File: src/rtl/erm_pkg.sv
package erm_pkg;

    typedef enum logic [1:0] {
        SRC_DEMOD_BIT  = 2'd0,
        SRC_INNER_BIT  = 2'd1,
        SRC_INNER_BYTE = 2'd2,
        SRC_PKT_FAIL   = 2'd3
    } err_src_e;

    // window exponent for a given code: base + 2*code
    function automatic int unsigned win_shift(input int unsigned base, input logic [1:0] code);
        return base + 2 * int'(code);
    endfunction

endpackage

File: src/rtl/erm_src_mux.sv
module erm_src_mux #(
    parameter int EVW = 3
) (
    input  erm_pkg::err_src_e sel,
    input  logic [EVW-1:0]    ev_demod_bit,
    input  logic [EVW-1:0]    ev_inner_bit,
    input  logic [EVW-1:0]    ev_inner_byte,
    input  logic [EVW-1:0]    ev_pkt_fail,
    output logic [EVW-1:0]    ev_sel
);
    always_comb begin
        unique case (sel)
            erm_pkg::SRC_DEMOD_BIT:  ev_sel = ev_demod_bit;
            erm_pkg::SRC_INNER_BIT:  ev_sel = ev_inner_bit;
            erm_pkg::SRC_INNER_BYTE: ev_sel = ev_inner_byte;
            default:                 ev_sel = ev_pkt_fail;
        endcase
    end
endmodule

File: src/rtl/erm_window_timer.sv
module erm_window_timer #(
    parameter int BASE_LOG2 = 12
) (
    input  logic       clk,
    input  logic       rst_n,
    input  logic       clear,
    input  logic       tick,
    input  logic [1:0] code,
    output logic       win_end
);
    localparam int TW = BASE_LOG2 + 6;

    logic [TW-1:0] pos_d, pos_q;
    logic [TW-1:0] last_pos;

    always_comb begin
        // 2^shift - 1; at the largest code the shift equals TW and wraps to all ones
        last_pos = (TW'(1) << erm_pkg::win_shift(BASE_LOG2, code)) - TW'(1);
        win_end  = 1'b0;
        pos_d    = pos_q;
        if (clear) begin
            pos_d = '0;
        end else if (tick) begin
            if (pos_q == last_pos) begin
                win_end = 1'b1;
                pos_d   = '0;
            end else begin
                pos_d = pos_q + TW'(1);
            end
        end
    end

    always_ff @(posedge clk or negedge rst_n) begin
        if (!rst_n) pos_q <= '0;
        else        pos_q <= pos_d;
    end
endmodule

File: src/rtl/erm_sat_add.sv
module erm_sat_add #(
    parameter int CNTW = 16,
    parameter int EVW  = 3
) (
    input  logic [CNTW-1:0] acc,
    input  logic [EVW-1:0]  inc,
    output logic [CNTW-1:0] sum
);
    localparam int SW = CNTW + 1;

    logic [SW-1:0] wide;

    always_comb begin
        wide = {1'b0, acc} + SW'(inc);
        sum  = wide[CNTW] ? {CNTW{1'b1}} : wide[CNTW-1:0];
    end
endmodule

File: src/rtl/err_rate_meter.sv
module err_rate_meter #(
    parameter int BASE_LOG2 = 12,
    parameter int CNTW      = 16,
    parameter int EVW       = 3
) (
    input  logic            clk,
    input  logic            rst_n,
    input  logic [EVW-1:0]  ev_demod_bit,
    input  logic [EVW-1:0]  ev_inner_bit,
    input  logic [EVW-1:0]  ev_inner_byte,
    input  logic [EVW-1:0]  ev_pkt_fail,
    input  logic            byte_tick,
    input  logic            cfg_we,
    input  logic [1:0]      cfg_src,
    input  logic [1:0]      cfg_period,
    output logic [CNTW-1:0] rate_count,
    output logic            window_done
);
    typedef struct packed {
        erm_pkg::err_src_e src;
        logic [1:0]        period;
        logic [CNTW-1:0]   run;
        logic [CNTW-1:0]   held;
        logic              done;
    } meter_st_t;

    meter_st_t st_d, st_q;

    logic [EVW-1:0]  ev_sel;
    logic [CNTW-1:0] run_sum;
    logic            win_end;

    erm_src_mux #(.EVW(EVW)) u_mux (
        .sel           (st_q.src),
        .ev_demod_bit  (ev_demod_bit),
        .ev_inner_bit  (ev_inner_bit),
        .ev_inner_byte (ev_inner_byte),
        .ev_pkt_fail   (ev_pkt_fail),
        .ev_sel        (ev_sel)
    );

    erm_window_timer #(.BASE_LOG2(BASE_LOG2)) u_timer (
        .clk     (clk),
        .rst_n   (rst_n),
        .clear   (cfg_we),
        .tick    (byte_tick),
        .code    (st_q.period),
        .win_end (win_end)
    );

    erm_sat_add #(.CNTW(CNTW), .EVW(EVW)) u_add (
        .acc (st_q.run),
        .inc (ev_sel),
        .sum (run_sum)
    );

    always_comb begin
        st_d      = st_q;
        st_d.done = 1'b0;
        if (cfg_we) begin
            st_d.src    = erm_pkg::err_src_e'(cfg_src);
            st_d.period = cfg_period;
            st_d.run    = '0;
        end else if (win_end) begin
            st_d.held = run_sum;
            st_d.done = 1'b1;
            st_d.run  = '0;
        end else begin
            st_d.run = run_sum;
        end
    end

    always_ff @(posedge clk or negedge rst_n) begin
        if (!rst_n) begin
            st_q.src    <= erm_pkg::SRC_DEMOD_BIT;
            st_q.period <= 2'd0;
            st_q.run    <= '0;
            st_q.held   <= '0;
            st_q.done   <= 1'b0;
        end else begin
            st_q <= st_d;
        end
    end

    assign rate_count  = st_q.held;
    assign window_done = st_q.done;
endmodule

File: config.mk
export PLATFORM = sky130hd
export DESIGN_NAME = err_rate_meter
export DESIGN_NICKNAME = d
export VERILOG_FILES = /design/src/rtl/erm_pkg.sv /design/src/rtl/erm_src_mux.sv /design/src/rtl/erm_window_timer.sv /design/src/rtl/erm_sat_add.sv /design/src/rtl/err_rate_meter.sv
export SDC_FILE = /design/constraint.sdc
export NUM_CORES = 1
export LEC_CHECK = 0
export CAP_MARGIN = 30
export CELL_PAD_IN_SITES_DETAIL_PLACEMENT = 2
export CELL_PAD_IN_SITES_GLOBAL_PLACEMENT = 2
export CORE_ASPECT_RATIO = 1.1
export CORE_UTILIZATION = 35
export DETAILED_ROUTE_END_ITERATION = 7
export PLACE_DENSITY_LB_ADDON = 0.1
export SYNTH_ARGS = -nofsm -noshare
export SYNTH_HDL_FRONTEND = slang
export SYNTH_SLANG_ARGS = --single-unit
File: constraint.sdc
create_clock -name clk -period 2.8 [get_ports clk]
set_input_delay 0.42 -clock clk [delete_from_list [all_inputs] [get_ports clk]]
set_output_delay 0.42 -clock clk [all_outputs]
set_load 0.03 [all_outputs]
Yosys cells after proc, flatten, opt, wreduce, memory -nomap -nowiden
Index checks and enable logic that the tools add are counted.
{ "word_totals": {"output_inout_bits": 17, "input_bits": 20, "reg_bits": 55} }
{ "op_classes": {"reduce_logical": 3, "mux": 12, "n_eq_ne": 3, "n_addsub": 4, "bitwise": 1, "shift": 1} }
{ "ops": {"columns": ["op", "n"], "rows": [
  ["$mux 18", 3],
  ["$mux 16", 3],
  ["$shl 1x32->18 const A", 1],
  ["$add 18x1->18 const B", 1],
  ["$eq 18x18->1", 1],
  ["$sub 18x2->18 const B", 1],
  ["$add 16x3->17", 1],
  ["$pmux 3 s3", 1],
  ["$add 4x3->5 const A", 1],
  ["$mux 1", 5],
  ["$eq 2x1->1 const B", 1],
  ["$eq 2x2->1 const B", 1],
  ["$logic_not 2->1", 1],
  ["$reduce_and 2->1", 1],
  ["$reduce_bool 2->1", 1],
  ["$not 1->1", 1]
]} }

Logic depth before layout (Yosys ltp)
{ "depth": {"depth_word": 9, "depth_mapped": 10, "depth_no_buf": 9} }

Modules after synthesis
A second synthesis with hierarchy kept.
{ "unflattened": {"cells_unflattened": 285, "hier_area_um2": 3159.3} }
{ "modules_own_cells": {"columns": ["mod", "seq_area_each_um2", "instances", "cells_per_inst", "area_each_um2"], "rows": [
  ["err_rate_meter", 925.9, 1, 95, 1453.9],
  ["erm_window_timer", 450.4, 1, 117, 1118.6],
  ["erm_sat_add", 0.0, 1, 70, 508.0],
  ["erm_src_mux", 0.0, 1, 3, 78.8]
]} }

Worst setup path after synthesis
Ideal clock, no wire load.
{ "synth_timing": {"path_kind": "flip-flop to flip-flop", "from": "register st_q[35] (netlist name)", "to": "register st_q (netlist bit rate_count[8])", "setup_ns": 0.083, "t_arrival_ns": 2.453, "path_stages_with_launch": 11, "setup_slack_ns": 0.265, "path_buffers": 1, "synth_period_minus_slack_ns": 2.535, "cell_sequence": "dfrtp_1 -> mux4_2 -> ha_1 -> inv_1 -> fa_1 -> nor2b_1 -> o21ai_0 -> nor3_2 -> buf_2 -> nor2_1 -> o21ai_0"} }
{ "synth_via": {"elab_chain_len": 4} }
{ "synth_rtl": {"columns": ["element", "line", "text"], "rows": [
  ["start, declared", "err_rate_meter.sv:27", "meter_st_t st_d, st_q;"],
  ["start signal, assigned", "err_rate_meter.sv:81", "st_q <= st_d;"],
  ["$eq 2x2->1 (tied with other cells)", "erm_src_mux.sv:12", "unique case (sel)"],
  ["$pmux 3 s3 *", "erm_src_mux.sv:12", null],
  ["$add 16x3->17 *", "erm_sat_add.sv:14", "wide = {1'b0, acc} + SW'(inc);"],
  ["$mux 16 *", "erm_sat_add.sv:15", "sum = wide[CNTW] ? {CNTW{1'b1}} : wide[CNTW-1:0];"]
]} }
Every way passes the cells marked *; elsewhere a longest branch is shown, timed or not.
A chain may end at the register's enable or synchronous reset.

Worst setup path after layout
{ "layout_timing": {"from": "register st_q[35] (netlist name)", "to": "register st_q (netlist bit rate_count[15])"} }
Same word-level chain as after synthesis.

==> impl_metrics.sql <==
INSERT INTO impl_metrics (metric_group, metric, value, unit) VALUES
('timing', 'timing_max_transition_violations_final', '0', ''),
('clock_network', 'worst_setup_hold_path_clk_slew', '0.10', 'ns'),
('synth', 'post_synth_instance_area', '2990', 'sq um'),
('clock_network', 'cts.path.max_buffers', '2', ''),
('global_route', 'global_route_wire_length_before_repair', '13700', 'um'),
('global_route', 'grt_start_max_net_pins', '56', ''),
('status', 'run_status', 'finished clean', ''),
('placed_design', 'dp_hpwl', '5560', 'um'),
('synth', 'postSynth.asyncResetShare', '1.00', ''),
('cells_and_area', 'fin_cells', '453', ''),
('drt', 'initialDrtViolationCount', '76', ''),
('power_and_ir_drop', 'net_switching_component_of_the_power', '0.000466', 'W'),
('setup_path', 'crit_path_max_fanout', '5', ''),
('synth', 'postSynthAreaPerCell', '9.57', 'sq um'),
('floorplan', 'die_w', '90.1', 'um'),
('synth', 'synth_edf_count', '0', ''),
('floorplan', 'fp-row-count', '34', ''),
('setup_path', 'worst_path_dominant_cell_family', 'compound AO/OA/AOI/OAI gates', ''),
('setup_path', 'crit_chain', 'mux4_2 > ha_1 > nand3_1 > a21oi_2 > a41oi_1 > a211oi_1 > o21ai_1', ''),
('power_and_ir_drop', 'peakVddDrop', '0.000199', 'V'),
('drt', 'drt_pass1_iterations', '4', ''),
('synth', 'register_area_share_after_synthesis', '0.461', ''),
('setup_path', 'critical_path.slowest_cell', 'sky130_fd_sc_hd__mux4_2', ''),
('setup_path', 'critical-path-max-stage-delay', '0.54', 'ns'),
('drt', 'drt.antenna.violating_nets', '0', ''),
('global_route', 'globalRoute.totalOverflow', '0', ''),
('timing', 'timing.final.crit_share', '0.934', ''),
('timing', 'finalClockSkew', '0.00993', 'ns'),
('global_route', 'antenna_found_initial', '0', ''),
('timing', 'timing.max_slew.rel_slack', '0.525', ''),
('drt', 'detailroute.via_count', '2397', ''),
('power_and_ir_drop', 'pwr-share-seq', '0.503', ''),
('floorplan', 'core_area', '8080', 'sq um'),
('synth', 'syn_nets', '337', ''),
('hold_path', 'hold_path_class', 'input port to asynchronous set/reset pin', ''),
('timing', 'maxClockFrequency', '382', 'MHz'),
('cells_and_area', 'areaGrowthSynthToFinish', '18.5', '%'),
('power_and_ir_drop', 'power.leakage', '1.48', 'nW'),
('synth', 'post_synth_inst_count', '312', ''),
('cells_and_area', 'sequential_cell_area', '1380', 'sq um'),
('clock_network', 'tritoncts', 'done', ''),
('setup_path', 'worst-path-buf-inv', '0', ''),
('cells_and_area', 'fin_util', '0.438', ''),
('timing', 'period_needed', '2.62', 'ns'),
('drt', 'drt_wl_total', '7650', 'um'),
('setup_path', 'worst_setup_start_kind', 'register', ''),
('cells_and_area', 'antenna_cells', '0', ''),
('drt', 'wl_per_cell', '16.9', 'um'),
('setup_path', 'crit_arrival', '2.80', 'ns'),
('timing', 'report.final.hold_viol_count', '0', ''),
('power_and_ir_drop', 'power_switching_share', '0.273', ''),
('floorplan', 'io_pins', '37', ''),
('placed_design', 'port-buffer-count', '36', ''),
('cells_and_area', 'multiInputGateArea', '1400', 'sq um'),
('floorplan', 'die_height', '98.9', 'um'),
('drt', 'drcViolationCount', '0', ''),
('clock_network', 'clock_insertion_delay_worst_skew', '0.32', 'ns'),
('drt', 'avgViaCountPerCell', '5.29', ''),
('job', 'drv.max_cap_violation_count', '0', ''),
('cells_and_area', 'final_net_count', '369', ''),
('power_and_ir_drop', 'int_power', '0.00124', 'W'),
('cells_and_area', 'final_layout_size_suffix_gt1_frac', '0.142', ''),
('global_route', 'grt.total_usage', '0.192', ''),
('global_route', 'grt_pass1_vias', '2762', ''),
('synth', 'synth_largest_type_area_fraction', '0.461', ''),
('clock_network', 'post_cts_buffers', '0', ''),
('synth', 'synth-warning-count', '0', ''),
('setup_path', 'timing.critical_path.required', '2.99', 'ns'),
('synth', 'synth.largest_area_cell', 'sky130_fd_sc_hd__dfrtp_1', ''),
('floorplan', 'start_util', '0.369', ''),
('synth', 'synth_top_cells_by_area', 'sky130_fd_sc_hd__dfrtp_1 46%, sky130_fd_sc_hd__nand2_1 4.8%, sky130_fd_sc_hd__nor2_1 4.7%', '');
[power groups by stage]
| stage | registers, W | logic [W] | clock network, W |
|---|---|---|---|
| final | 0.000860 | 0.000287 | 0.000562 |
| after global routing | 0.000865 | 0.000329 | 0.000617 |
| after CTS | 0.000861 | 0.000296 | 0.000590 |
| after detailed placement | 0.000875 | 0.000288 | 0 |
| after global placement | 0.000874 | 0.000270 | 0 |
| after floorplan | 0.000866 | 0.000166 | 0 |
[sequential cells by signal, summed over array words and instances, names as in the netlist]
register       cells
rate_count        16
st_q              20
u_timer.pos_q     18
window_done        1
[cells in the mapped netlist (3+ instances only)]
library cell / n
sky130_fd_sc_hd__a211oi_1: 3
sky130_fd_sc_hd__a21oi_1: 11
sky130_fd_sc_hd__a31oi_1: 5
sky130_fd_sc_hd__and3_1: 3
sky130_fd_sc_hd__buf_2: 3
sky130_fd_sc_hd__buf_4: 16
sky130_fd_sc_hd__clkbuf_1: 4
sky130_fd_sc_hd__dfrtp_1: 55
sky130_fd_sc_hd__ha_1: 4
sky130_fd_sc_hd__inv_1: 10
sky130_fd_sc_hd__mux2_2: 6
sky130_fd_sc_hd__mux4_2: 3
sky130_fd_sc_hd__nand2_1: 38
sky130_fd_sc_hd__nand3_1: 14
sky130_fd_sc_hd__nand3b_1: 4
sky130_fd_sc_hd__nand4_1: 10
sky130_fd_sc_hd__nor2_1: 37
sky130_fd_sc_hd__nor3_1: 5
sky130_fd_sc_hd__o2111ai_1: 3
sky130_fd_sc_hd__o21ai_0: 12
sky130_fd_sc_hd__o21ai_1: 11
sky130_fd_sc_hd__or3_1: 4
sky130_fd_sc_hd__xnor2_1: 5
sky130_fd_sc_hd__xor2_1: 6
[final cells by class]
cell class | instances | share of cell area
clock buffer | 6 | 0.0233
clock inverter | 2 | 0.00990
inverter | 10 | 0.0106
multi-input combinational | 220 | 0.395
sequential | 55 | 0.389
tap | 108 | 0.0382
timing repair buffer | 52 | 0.134
[per-stage QoR]
step | total power (W) | hold slack (ns) | area [sq um] | TNS, ns | worst slack, ns
after floorplan | 0.00103 | 0.124 | 2990 | 0 | 0.265
after global placement | 0.00114 | 0.466 | 3410 | -0.576 | -0.134
after detailed placement | 0.00116 | 0.474 | 3410 | -1.85 | -0.276
after CTS | 0.00175 | 0.265 | 3530 | 0 | 0.0670
after global routing | 0.00181 | 0.292 | 3540 | 0 | 0.00930
final | 0.00171 | 0.221 | 3540 | 0 | 0.184
[cell usage in the layout, fill, tap and decap left out, types with 10 or more instances in the layout]
cell / count
sky130_fd_sc_hd__inv_1: 10
sky130_fd_sc_hd__clkdlybuf4s50_1: 35
sky130_fd_sc_hd__nand2_1: 38
sky130_fd_sc_hd__nor2_1: 37
sky130_fd_sc_hd__a21oi_1: 10
sky130_fd_sc_hd__nand4_1: 10
sky130_fd_sc_hd__dfrtp_1: 55
sky130_fd_sc_hd__o21ai_1: 12
sky130_fd_sc_hd__buf_4: 16
sky130_fd_sc_hd__nand3_1: 14
sky130_fd_sc_hd__o21ai_0: 11
[cell families (layout without fill, tap and decap cells)]
| logic type | count (synthesis) | in the layout | share of synthesized area |
|---|---|---|---|
| and+or+nand+nor | 135 | 135 | 0.234 |
| AOI/OAI and AO/OA | 58 | 58 | 0.121 |
| DFF | 55 | 55 | 0.461 |
| buffers and inverters | 37 | 70 | 0.0759 |
| xor gates and xnor gates | 11 | 11 | 0.0323 |
| muxes | 11 | 11 | 0.0520 |
| adders and majority gates | 5 | 5 | 0.0235 |
[worst reg2reg max path: cells and delay by family, from the launching register on]
| kind | cells | cell delay, ns |
|---|---|---|
| mux | 1 | 0.54 |
| simple gates | 1 | 0.15 |
| flops | 1 | 0.48 |
| fa+ha+maj | 1 | 0.38 |
| compound gates | 4 | 0.95 |
[final timing paths]
| path | startpoint | to | slack (ns) | cells after the start |
|---|---|---|---|---|
| max in group asynchronous | rst_n | st_q[17] | 2.09 | 2 |
| hold / removal | rst_n | rate_count[1] | 0.22 | 2 |
| setup reg to reg | st_q[35] | rate_count[15] | 0.18 | 7 |
| min in group clk | rate_count[4] | rate_count[4] | 0.49 | 2 |
| setup / recovery | st_q[35] | rate_count[15] | 0.18 | 7 |
| hold reg to reg | rate_count[4] | rate_count[4] | 0.49 | 2 |
[metal layers]
metal | part of all wire | up-vias | GRT usage | routed length, um
li1 | - | 1150 | - | -
met1 | 0.44 | 1216 | 0.224 | 3340
met2 | 0.53 | 22 | 0.363 | 4070
met3 | 0.016 | 9 | 0.0293 | 122
met4 | 0.015 | 0 | 0.0546 | 115
met5 | 0 | - | 0 | 0
[what timing repair did]
| action | in CTS | in global routing |
|---|---|---|
| gates resized for setup | 1 | 3 |
| cloned | 0 | 0 |
| hold buffers | 0 | 0 |
| endpoints found under the setup margin | 1 | 6 |
Power figures use the tool's default switching activity.
